[config.mk]
export PLATFORM = sky130hd
export DESIGN_NAME = dep_steer
export DESIGN_NICKNAME = d
export VERILOG_FILES = /design/src/rtl/dep_steer_pkg.sv /design/src/rtl/dep_steer_pick.sv /design/src/rtl/dep_steer_occ.sv /design/src/rtl/dep_steer_tab.sv /design/src/rtl/dep_steer.sv
export SDC_FILE = /design/constraint.sdc
export NUM_CORES = 1
export LEC_CHECK = 0
export BUFFER_PORTS_ARGS = -buffer_cell sky130_fd_sc_hd__clkbuf_2
export CELL_PAD_IN_SITES_DETAIL_PLACEMENT = 1
export CELL_PAD_IN_SITES_GLOBAL_PLACEMENT = 2
export CORE_ASPECT_RATIO = 2
export CORE_MARGIN = 2
export CORE_UTILIZATION = 28
export CTS_CLUSTER_DIAMETER = 120
export DETAILED_ROUTE_END_ITERATION = 8
export PLACE_DENSITY = 0.61
export SYNTH_ARGS = -nofsm -noshare
export SYNTH_HDL_FRONTEND = slang
export SYNTH_SLANG_ARGS = --single-unit
[constraint.sdc]
create_clock -name clk -period 6.5 [get_ports clk]
set_clock_uncertainty 0.15 [all_clocks]
set_input_delay 0.65 -clock clk [delete_from_list [all_inputs] [get_ports clk]]
set_output_delay 0.65 -clock clk [all_outputs]
set_load 0.1 [all_outputs]
[src/rtl/dep_steer_pkg.sv]
package dep_steer_pkg;

    // Which candidate the steering decision settled on
    typedef enum logic [2:0] {
        PICK_NONE,
        PICK_ANY,
        PICK_BEHIND0,
        PICK_BEHIND1,
        PICK_CL0,
        PICK_CL1
    } pick_e;

    function automatic int unsigned idx_width(input int unsigned n);
        return (n > 1) ? $clog2(n) : 1;
    endfunction

endpackage

[src/rtl/dep_steer_pick.sv]
module dep_steer_pick #(
    parameter int N  = 16,
    parameter int IW = 4
) (
    input  logic [N-1:0]  req,
    output logic          found,
    output logic [IW-1:0] idx
);

    always_comb begin
        found = |req;
        idx   = '0;
        for (int i = N - 1; i >= 0; i--) begin
            if (req[i]) idx = IW'(i);
        end
    end

endmodule

[src/rtl/dep_steer_occ.sv]
module dep_steer_occ #(
    parameter int NB    = 16,
    parameter int DEPTH = 4,
    parameter int RW    = 5,
    parameter int BW    = 4
) (
    input  logic                   clk,
    input  logic                   rst_n,
    input  logic                   push,
    input  logic [BW-1:0]          push_buf,
    input  logic                   push_has_dst,
    input  logic [RW-1:0]          push_dst,
    input  logic [NB-1:0]          drain,
    output logic [NB-1:0]          empty_vec,
    output logic [NB-1:0]          full_vec,
    output logic [NB-1:0]          tail_vld,
    output logic [NB-1:0][RW-1:0]  tail_reg
);

    localparam int CW = $clog2(DEPTH + 1);

    typedef struct packed {
        logic [NB-1:0][CW-1:0] cnt;
        logic [NB-1:0]         tvld;
        logic [NB-1:0][RW-1:0] treg;
    } occ_t;

    occ_t occ_d, occ_q;

    always_comb begin
        occ_d = occ_q;
        for (int b = 0; b < NB; b++) begin
            logic inc, dec;
            inc = push && (int'(push_buf) == b);
            dec = drain[b] && (occ_q.cnt[b] != '0);
            if (inc && !dec)      occ_d.cnt[b] = occ_q.cnt[b] + CW'(1);
            else if (dec && !inc) occ_d.cnt[b] = occ_q.cnt[b] - CW'(1);
            if (inc) begin
                occ_d.tvld[b] = push_has_dst;
                occ_d.treg[b] = push_dst;
            end
        end
    end

    always_ff @(posedge clk) begin
        if (!rst_n) occ_q <= '0;
        else        occ_q <= occ_d;
    end

    for (genvar b = 0; b < NB; b++) begin : g_flags
        assign empty_vec[b] = (occ_q.cnt[b] == '0);
        assign full_vec[b]  = (occ_q.cnt[b] == CW'(DEPTH));
    end

    assign tail_vld = occ_q.tvld;
    assign tail_reg = occ_q.treg;

endmodule

[src/rtl/dep_steer_tab.sv]
module dep_steer_tab #(
    parameter int NREG = 32,
    parameter int RW   = 5,
    parameter int BW   = 4
) (
    input  logic          clk,
    input  logic          rst_n,
    input  logic [RW-1:0] rd0_reg,
    output logic          rd0_vld,
    output logic [BW-1:0] rd0_buf,
    output logic          rd0_cons,
    input  logic [RW-1:0] rd1_reg,
    output logic          rd1_vld,
    output logic [BW-1:0] rd1_buf,
    output logic          rd1_cons,
    input  logic          mark_vld,
    input  logic [RW-1:0] mark_reg,
    input  logic          wr_vld,
    input  logic [RW-1:0] wr_reg,
    input  logic [BW-1:0] wr_buf,
    input  logic          done_vld,
    input  logic [RW-1:0] done_reg,
    input  logic [BW-1:0] done_buf
);

    typedef struct packed {
        logic [NREG-1:0]         vld;
        logic [NREG-1:0]         cons;
        logic [NREG-1:0][BW-1:0] bufid;
    } tab_t;

    tab_t tab_d, tab_q;

    // completion first, then consumer mark, then new writer (newest wins)
    always_comb begin
        tab_d = tab_q;
        if (done_vld && tab_q.vld[done_reg] && (tab_q.bufid[done_reg] == done_buf))
            tab_d.vld[done_reg] = 1'b0;
        if (mark_vld)
            tab_d.cons[mark_reg] = 1'b1;
        if (wr_vld) begin
            tab_d.vld[wr_reg]   = 1'b1;
            tab_d.cons[wr_reg]  = 1'b0;
            tab_d.bufid[wr_reg] = wr_buf;
        end
    end

    always_ff @(posedge clk) begin
        if (!rst_n) tab_q <= '0;
        else        tab_q <= tab_d;
    end

    assign rd0_vld  = tab_q.vld[rd0_reg];
    assign rd0_buf  = tab_q.bufid[rd0_reg];
    assign rd0_cons = tab_q.cons[rd0_reg];
    assign rd1_vld  = tab_q.vld[rd1_reg];
    assign rd1_buf  = tab_q.bufid[rd1_reg];
    assign rd1_cons = tab_q.cons[rd1_reg];

endmodule

[src/rtl/dep_steer.sv]
module dep_steer
    import dep_steer_pkg::*;
#(
    parameter  int NUM_EU          = 8,
    parameter  int BUFS_PER_EU     = 2,
    parameter  int EUS_PER_CLUSTER = 4,
    parameter  int NUM_REGS        = 32,
    parameter  int BUF_DEPTH       = 4,
    localparam int NB              = NUM_EU * BUFS_PER_EU,
    localparam int BPC             = BUFS_PER_EU * EUS_PER_CLUSTER,
    localparam int BW              = idx_width(NB),
    localparam int RW              = idx_width(NUM_REGS),
    localparam int EW              = idx_width(NUM_EU)
) (
    input  logic          clk,
    input  logic          rst_n,
    input  logic          in_valid,
    input  logic          src0_valid,
    input  logic [RW-1:0] src0_reg,
    input  logic          src1_valid,
    input  logic [RW-1:0] src1_reg,
    input  logic          dst_valid,
    input  logic [RW-1:0] dst_reg,
    input  logic [NB-1:0] drain,
    input  logic          done_valid,
    input  logic [RW-1:0] done_reg,
    input  logic [BW-1:0] done_buf,
    output logic          steer_valid,
    output logic [BW-1:0] steer_buf,
    output logic          stall,
    output logic          ntf0_valid,
    output logic [EW-1:0] ntf0_eu,
    output logic          ntf1_valid,
    output logic [EW-1:0] ntf1_eu,
    output logic [EW-1:0] ntf_cons_eu
);

    logic [NB-1:0]         empty_vec, full_vec, tail_vld;
    logic [NB-1:0][RW-1:0] tail_reg;
    logic                  t0_vld, t0_cons, t1_vld, t1_cons;
    logic [BW-1:0]         p0_buf, p1_buf;
    logic                  src0_out, src1_out;
    logic                  behind0, behind1;
    int unsigned           cl0, cl1;
    logic [NB-1:0]         mask0, mask1;
    logic                  any_found, c0_found, c1_found;
    logic [BW-1:0]         any_idx, c0_idx, c1_idx;
    pick_e                 pick;
    logic                  mark_vld;
    logic [RW-1:0]         mark_reg;

    dep_steer_tab #(.NREG(NUM_REGS), .RW(RW), .BW(BW)) u_tab (
        .clk      (clk),
        .rst_n    (rst_n),
        .rd0_reg  (src0_reg),
        .rd0_vld  (t0_vld),
        .rd0_buf  (p0_buf),
        .rd0_cons (t0_cons),
        .rd1_reg  (src1_reg),
        .rd1_vld  (t1_vld),
        .rd1_buf  (p1_buf),
        .rd1_cons (t1_cons),
        .mark_vld (mark_vld),
        .mark_reg (mark_reg),
        .wr_vld   (steer_valid && dst_valid),
        .wr_reg   (dst_reg),
        .wr_buf   (steer_buf),
        .done_vld (done_valid),
        .done_reg (done_reg),
        .done_buf (done_buf)
    );

    dep_steer_occ #(.NB(NB), .DEPTH(BUF_DEPTH), .RW(RW), .BW(BW)) u_occ (
        .clk          (clk),
        .rst_n        (rst_n),
        .push         (steer_valid),
        .push_buf     (steer_buf),
        .push_has_dst (dst_valid),
        .push_dst     (dst_reg),
        .drain        (drain),
        .empty_vec    (empty_vec),
        .full_vec     (full_vec),
        .tail_vld     (tail_vld),
        .tail_reg     (tail_reg)
    );

    // outstanding sources and the slot behind each producer
    assign src0_out = in_valid && src0_valid && t0_vld;
    assign src1_out = in_valid && src1_valid && t1_vld;
    assign behind0  = src0_out && !t0_cons && tail_vld[p0_buf]
                      && (tail_reg[p0_buf] == src0_reg) && !full_vec[p0_buf];
    assign behind1  = src1_out && !t1_cons && tail_vld[p1_buf]
                      && (tail_reg[p1_buf] == src1_reg) && !full_vec[p1_buf];
    assign cl0 = int'(p0_buf) / BPC;
    assign cl1 = int'(p1_buf) / BPC;

    for (genvar b = 0; b < NB; b++) begin : g_mask
        assign mask0[b] = empty_vec[b] && ((b / BPC) == cl0);
        assign mask1[b] = empty_vec[b] && ((b / BPC) == cl1);
    end

    dep_steer_pick #(.N(NB), .IW(BW)) u_pick_any (
        .req(empty_vec), .found(any_found), .idx(any_idx));
    dep_steer_pick #(.N(NB), .IW(BW)) u_pick_c0 (
        .req(mask0), .found(c0_found), .idx(c0_idx));
    dep_steer_pick #(.N(NB), .IW(BW)) u_pick_c1 (
        .req(mask1), .found(c1_found), .idx(c1_idx));

    // priority: behind src0, behind src1, src0 cluster, src1 cluster
    always_comb begin
        pick = PICK_NONE;
        if (in_valid) begin
            if (!src0_out && !src1_out) begin
                if (any_found) pick = PICK_ANY;
            end else if (behind0) begin
                pick = PICK_BEHIND0;
            end else if (behind1) begin
                pick = PICK_BEHIND1;
            end else if (src0_out && c0_found) begin
                pick = PICK_CL0;
            end else if (src1_out && c1_found) begin
                pick = PICK_CL1;
            end
        end
    end

    always_comb begin
        case (pick)
            PICK_ANY:     steer_buf = any_idx;
            PICK_BEHIND0: steer_buf = p0_buf;
            PICK_BEHIND1: steer_buf = p1_buf;
            PICK_CL0:     steer_buf = c0_idx;
            PICK_CL1:     steer_buf = c1_idx;
            default:      steer_buf = '0;
        endcase
    end

    assign steer_valid = (pick != PICK_NONE);
    assign stall       = in_valid && (pick == PICK_NONE);
    assign mark_vld    = (pick == PICK_BEHIND0) || (pick == PICK_BEHIND1);
    assign mark_reg    = (pick == PICK_BEHIND1) ? src1_reg : src0_reg;

    assign ntf_cons_eu = EW'(int'(steer_buf) / BUFS_PER_EU);
    assign ntf0_eu     = EW'(int'(p0_buf) / BUFS_PER_EU);
    assign ntf1_eu     = EW'(int'(p1_buf) / BUFS_PER_EU);
    assign ntf0_valid  = steer_valid && src0_out && (ntf0_eu != ntf_cons_eu);
    assign ntf1_valid  = steer_valid && src1_out && (ntf1_eu != ntf_cons_eu);

endmodule

=== Word level (Yosys, flattened, before mapping) ===
Cells that the tools add are included.

* Register bits after elaboration: 336
* Input bits: 47
* Output and inout bits: 17
* Word-level logic and storage cells: 517

* $add $sub $neg: 32
* Order comparisons: 10
* Equality and inequality tests: 41
* Multiplexer cells: 129
* Bitwise operators: 6
* Reductions and logical operators: 217

{| class="wikitable"
|+ Operators by type and width
! cell !! count
|-
| $mux 4 || 52
|-
| $mux 192 || 1
|-
| $bwmux 128 || 1
|-
| $logic_and 1x1->1 || 122
|-
| $mux 3 || 38
|-
| $and 32x32->32 || 2
|-
| $logic_not 32->1 || 2
|-
| $mux 32 || 2
|-
| $not 32->32 || 2
|-
| $or 32x32->32 || 2
|-
| $bmux 4 s5 || 3
|-
| $eq 3x3->1 const B || 18
|-
| $logic_not 3->1 || 17
|-
| $reduce_bool 3->1 || 17
|-
| $add 3x1->3 const B || 16
|-
| $reduce_or 16->1 || 3
|-
| $sub 3x1->3 const B || 16
|-
| $bmux 5 s4 || 2
|-
| $logic_not 1->1 || 38
|-
| $eq 4x4->1 const B || 8
|-
| $reduce_bool 2->1 || 16
|-
| $lt 5x6->1 const B || 5
|-
| $bmux 1 s5 || 5
|-
| $demux 4 s5 || 1
|-
| other kinds (17) || 46
|}

=== Logic depth before layout (Yosys ltp) ===
* Depth in word-level cells: 26
* Mapped depth: 29
* Depth with buffers taken out: 23

=== Cells and area by module ===
A second synthesis with hierarchy kept.

* Cells, all modules: 2176
* Area total of the unflattened synthesis: 21654.5 um^2

{| class="wikitable"
|+ By module, submodules not included
! module !! times used !! cells an instance !! area each (um^2) !! sequential area each (um^2)
|-
| dep_steer_tab || 1 || 1099 || 11502.3 || 3843.7
|-
| dep_steer_occ || 1 || 720 || 7061.8 || 2882.8
|-
| dep_steer || 1 || 255 || 2561.2 || 0.0
|-
| dep_steer_pick || 3 || 34 || 176.4 || 0.0
|}

=== Worst setup path after synthesis ===
No wires, ideal clock.

* Kind: input to output
* From: input src0_reg[0]
* To: output ntf1_valid
* Data arrival time: 6.961 ns
* Data required time: 5.700 ns
* Setup slack: -1.261 ns
* Stages: 21
* Path buffers: 6
* Cells stage by stage: buf_6 -> buf_12 -> buf_12 -> buf_12 -> buf_12 -> mux2i_1 -> a22oi_1 -> a21oi_1 -> nor4_4 -> buf_2 -> mux4_2 -> nand2b_1 -> nand4_1 -> nand2_1 -> nor2_1 -> nand4_2 -> o211a_1 -> nor4_4 -> inv_2 -> xnor2_1 -> a31oi_1

* Elaborated cells on any way between the ends: 72

{| class="wikitable"
|+ RTL lines
! item !! line !! RTL
|-
| start: declaration || dep_steer.sv:19 || <nowiki>input logic [RW-1:0] src0_reg,</nowiki>
|-
| $bmux 4 s5 * || dep_steer_tab.sv:54 || <nowiki>assign rd0_buf = tab_q.bufid[rd0_reg];</nowiki>
|-
| $mux 4 (not written as such) * || dep_steer_tab.sv:54 ||
|-
| net ntf0_eu[1] || dep_steer.sv:32 || <nowiki>output logic [EW-1:0] ntf0_eu,</nowiki>
|-
| $bmux 5 s4 / $bmux 1 s4 (equally long branches) || dep_steer.sv:91, dep_steer.sv:90 ||
|-
| $mux 5 (not written as such) / $mux 1 (equally long branches) || dep_steer.sv:91, dep_steer.sv:90 ||
|-
| $eq 5x5->1 / $logic_and 1x1->1 (equally long branches) || dep_steer.sv:91, dep_steer.sv:90 ||
|-
| $logic_and 1x1->1 || dep_steer.sv:91 || <nowiki>&& (tail_reg[p0_buf] == src0_reg) && !full_vec[p0_buf];</nowiki>
|-
| $logic_and 1x1->1 * || dep_steer.sv:91 ||
|-
| $mux 3 * || dep_steer.sv:115 || <nowiki>end else if (behind0) begin</nowiki>
|-
| $mux 3 * || dep_steer.sv:113 || <nowiki>if (!src0_out && !src1_out) begin</nowiki>
|-
| $mux 3 * || dep_steer.sv:112 || <nowiki>if (in_valid) begin</nowiki>
|-
| $eq 3x3->1, or another cell as far along || dep_steer.sv:128 || <nowiki>case (pick)</nowiki>
|-
| $pmux 4 s5 * || dep_steer.sv:128 ||
|-
| net ntf_cons_eu[2] || dep_steer.sv:35 || <nowiki>output logic [EW-1:0] ntf_cons_eu</nowiki>
|-
| $ne 3x3->1 * || dep_steer.sv:147 || <nowiki>assign ntf1_valid = steer_valid && src1_out && (ntf1_eu != ntf_cons_eu);</nowiki>
|-
| $logic_and 1x1->1 * || dep_steer.sv:147 ||
|-
| end: declaration || dep_steer.sv:33 || <nowiki>output logic ntf1_valid,</nowiki>
|}

The timed path passes the listed nets; every way through them passes the cells marked *. The select of a mux whose other input is x is not followed.

=== Final worst setup path ===
* From: input src1_reg[1]
* To: output ntf1_valid

* Longest elaborated chain between the ends: 22
* Elaborated cells on any way between the ends: 73

{| class="wikitable"
|+ Ends and longest elaborated chain
! item !! line !! RTL
|-
| start: declaration || dep_steer.sv:21 || <nowiki>input logic [RW-1:0] src1_reg,</nowiki>
|-
| $bmux 4 s5 || dep_steer_tab.sv:57 || <nowiki>assign rd1_buf = tab_q.bufid[rd1_reg];</nowiki>
|-
| $mux 4 (not written as such) || dep_steer_tab.sv:57 ||
|-
| $logic_and 1x1->1 || dep_steer.sv:99 || <nowiki>assign mask1[b] = empty_vec[b] && ((b / BPC) == cl1);</nowiki>
|-
| $mux 4 (16 in series) || dep_steer_pick.sv:14 || <nowiki>if (req[i]) idx = IW'(i);</nowiki>
|-
| $pmux 4 s5 || dep_steer.sv:128 ||
|-
| $ne 3x3->1 || dep_steer.sv:147 ||
|-
| $logic_and 1x1->1 * || dep_steer.sv:147 ||
|}

Mark *: on every way between the ends. The rest lies on a longest branch, timed or not. The select of a mux whose other input is x is not followed.

==> flow_metrics.py <==
metrics = {
    "outcome": {
        "run_status": "completed",
    },
    "critical_path": {
        "cp_data_arrival_time_ns": 5.61,
        "timing.critical_path.buf_inv": 9,
        "crit_fanout": 10,
        "path_cells": "buf_6, buf_12, mux2i_1, a22oi_1, a21oi_1, nor4_4, buf_12, buf_4, mux4_2, a22oi_2, o211ai_1, xor2_1, nor3_1, buf_4, and2_4, buf_4, or4_4, mux2i_4, nor3_4, buf_6, xnor2_2, a31oi_2, buf_4, buf_12",
        "critical_path_required_ns": 5.70,
        "cp_top_family": "buffers and inverters",
        "setup.worst_path.class": "in -> out",
        "cp-end-kind": "output pin",
        "critical-path-slowest-cell": "mux2i_1",
        "worstSetupStartpointType": "input port",
        "critical-path-top-cell-by-count": "buf_4",
        "slowest_delay_ns": 0.70,
    },
    "yosys": {
        "ys_seq_elements": 336,
        "syn_area_per_cell_um2": 9.81,
        "post_synth_instance_area_um2": 20700,
        "post_synth_num_cell_types": 91,
        "share_of_synthesized_cell_area_in_and_or_nand_and_nor_gates": 0.166,
        "synth_top_family_by_area": "multiplexers",
        "synth.area.mux_share": 0.283,
        "synth.top_cells.by_area": "dfxtp_1 33%, mux4_2 13%, mux2i_1 11%",
        "synth_top_cell_area_share": 0.325,
        "post_synthesis_compound_gate_area_fraction": 0.128,
        "register_area_share_after_synthesis": 0.325,
        "synth_area_in_xor_xnor": 0.0216,
        "synth-edff-count": 0,
        "mappedNetlistNets": 2189,
        "synth-main-ff-cell": "dfxtp_1",
        "synth.largest_area_cell": "dfxtp_1",
        "synth_fa_ha_area_frac": 0.0252,
        "async_set_or_reset_flop_fraction_in_the_synthesized_netlist": 0,
        "synthesis.yosys.warnings": 0,
        "gate_count_post_synth": 2110,
    },
    "finish": {
        "post_route_cells_drive_above_1_share": 0.314,
        "final_nets": 2532,
        "layout_common_cells": "357 x buf_4, 328 x dfxtp_1, 247 x nor2_1, 225 x mux2i_1, 219 x nand2_1",
        "area_growth_syn_to_layout_pct": 27.3,
        "fillers": 8235,
        "mostFrequentLayoutCell": "buf_4",
        "post-route-cell-area_um2": 26300,
    },
    "sta": {
        "report.final.setup_viol": 0,
        "slew_violations": 0,
        "worst-slew-pin-transition_ns": 1.05,
        "grt_setup_unrepaired": "yes",
        "slew_headroom": 0.301,
        "final-hold-violation-count": 0,
        "layout_worst_path_cycle_share": 0.987,
        "maxClockFrequency_ghz": 0.156,
        "post_layout_min_period_ns": 6.41,
        "worst_hold_slack_ns": 0.313,
    },
    "routing": {
        "drt_pass1_iterations": 4,
        "detail_route.wirelength_um": 102000,
        "remaining_drc_errors": 0,
        "routed_wire_length_per_instance_um": 30.0,
        "via_count": 19100,
        "detail-route-antenna-nets": 0,
        "avgViaCountPerCell": 5.60,
        "detail_route.iter0.violations": 1001,
    },
    "global_route": {
        "groute.usage.overall": 0.265,
        "globalRoute.busiestLayer": "met2",
        "grt_start_max_net_pins": 150,
        "grt_pass1_wl_um": 145000,
        "grt_remaining_overflow": 0,
        "first_global_vias": 20900,
        "antenna_found_initial": 3,
        "met1_demand_to_capacity_share_in_global_routing": 0.231,
        "met2_usage": 0.517,
        "grt_util_met3": 0.0336,
    },
    "placement": {
        "placed_area_um2": 24400,
        "dp_hpwl_um": 79800,
        "gp_congestion": 0.934,
        "buffer_ports.inserted": 63,
    },
    "power": {
        "leakagePower_nw": 10.5,
        "power.density_cell_area_nw_per_um2": 256,
        "ir_drop_mv": 0.154,
    },
    "clocking": {
        "cts_max_path_buffers": 3,
        "clock_latency_late_sink_ns": 0.59,
        "cts_made_buffers": 37,
        "clkSinkCount": 336,
        "buffer_cell_driving_the_clock_tree_root": "clkbuf_16",
        "worst_setup_hold_path_clk_slew_ns": 0.06,
        "cts_htree_levels": 2,
        "tritoncts_clock_tree": "done",
    },
    "floorplan": {
        "floorplan.core_area_um2": 73600,
        "fp.dieW_um": 196,
        "floorplan.initialDensity": 0.281,
        "fp-row-count": 141,
        "io-pin-count": 64,
        "chipHeight_um": 388,
        "die_area_um2": 76200,
    },
    "min_path": {
        "worstHoldPathType": "reg -> reg",
    },
    "run": {
        "cap_violations": 0,
    },
}
[metrics by stage]
stage	utilization	worst slack (ns)	power [mW]	TNS, ns	cells
4_1_cts	0.352	0.000745	6.76	0	3386
2_1_floorplan	-	-0.0572	3.67	-0.149	2110
6_report	0.358	0.0864	6.73	0	3409
3_5_place_dp	0.331	-0.789	4.46	-23.94	3301
3_3_place_gp	0.331	-0.800	4.38	-22.28	3301
5_1_grt	0.358	-0.106	7.05	-0.202	3407
[tightest hold or removal path, cell delays in order (launching register included)]
cell,delay (ns)
dfxtp_1,0.31
nand2_1,0.05
mux2i_1,0.05
[cell type report]
class / instances / area (um^2) / area share
Sequential cell: 336 / 6740 / 0.256
Antenna cell: 2 / 5.00 / 0.000190
Clock buffer: 48 / 1020 / 0.0386
Clock inverter: 16 / 200 / 0.00760
Multi-Input combinational cell: 1574 / 13300 / 0.504
Tap cell: 929 / 1160 / 0.0441
Inverter: 54 / 231 / 0.00879
Timing Repair Buffer: 450 / 3720 / 0.141
[synthesized netlist by cell type (all sizes together), types with 6 or more instances]
master  instances
xnor2          11
o22ai          11
o21a           23
clkbuf         74
xor2           40
nand3b          7
nor2          253
nand2         223
a21oi         104
nand4          10
or2             6
a22oi          56
fa             16
o211ai         13
o211a          11
mux2           13
dfxtp         336
mux2i         229
and2           14
a211oi         82
inv            52
o21ai          47
nor2b          18
nor4            7
mux4          148
nand3          24
buf            67
nand2b         24
nor3           61
ha             16
or3            35
[logic make-up after synthesis]
| kind of cell | Yosys count |
|---|---|
| adders and majority gates | 32 |
| muxes | 390 |
| buffers and inverters | 200 |
| DFF | 336 |
| and+or+nand+nor | 709 |
| xor gates and xnor gates | 51 |
| AOI/OAI and AO/OA | 392 |
[path summary, 6_finish.rpt]
kind | startpoint | endpoint | slack (ns) | cells past startpoint
setup reg to reg | flop | u_occ.occ_q[125]$_SDFFE_PN0P_ | 0.24 | 27
hold / removal | u_occ.tail_vld[8]$_SDFFE_PN0P_ | u_occ.tail_vld[8]$_SDFFE_PN0P_ | 0.31 | 2
setup / recovery | src1_reg[1] | ntf1_valid | 0.09 | 24
hold reg to reg | u_occ.tail_vld[8]$_SDFFE_PN0P_ | u_occ.tail_vld[8]$_SDFFE_PN0P_ | 0.31 | 2
[power by group]
| group | total, mW | switching, mW | internal (mW) |
|---|---|---|---|
| Combinational | 2.11 | 1.21 | 0.901 |
| Clock | 2.24 | 1.01 | 1.24 |
| Sequential | 2.38 | 0.176 | 2.20 |
[what timing repair did]
| item | CTS | global route |
|---|---|---|
| hold buffers | 0 | 0 |
| buffers inserted | 21 | 20 |
| cloned | 0 | 3 |
| endpoints found under the setup margin | 22 | 20 |
| pin swaps | 17 | 26 |
| gates resized for setup | 35 | 59 |
[layer usage]
layer | wire [um] | vias up
met5 | 0 | -
met4 | 11100 | 0
met3 | 3660 | 367
met2 | 56100 | 598
met1 | 31300 | 9680
li1 | - | 8451
(Power assumes the default switching activity.)
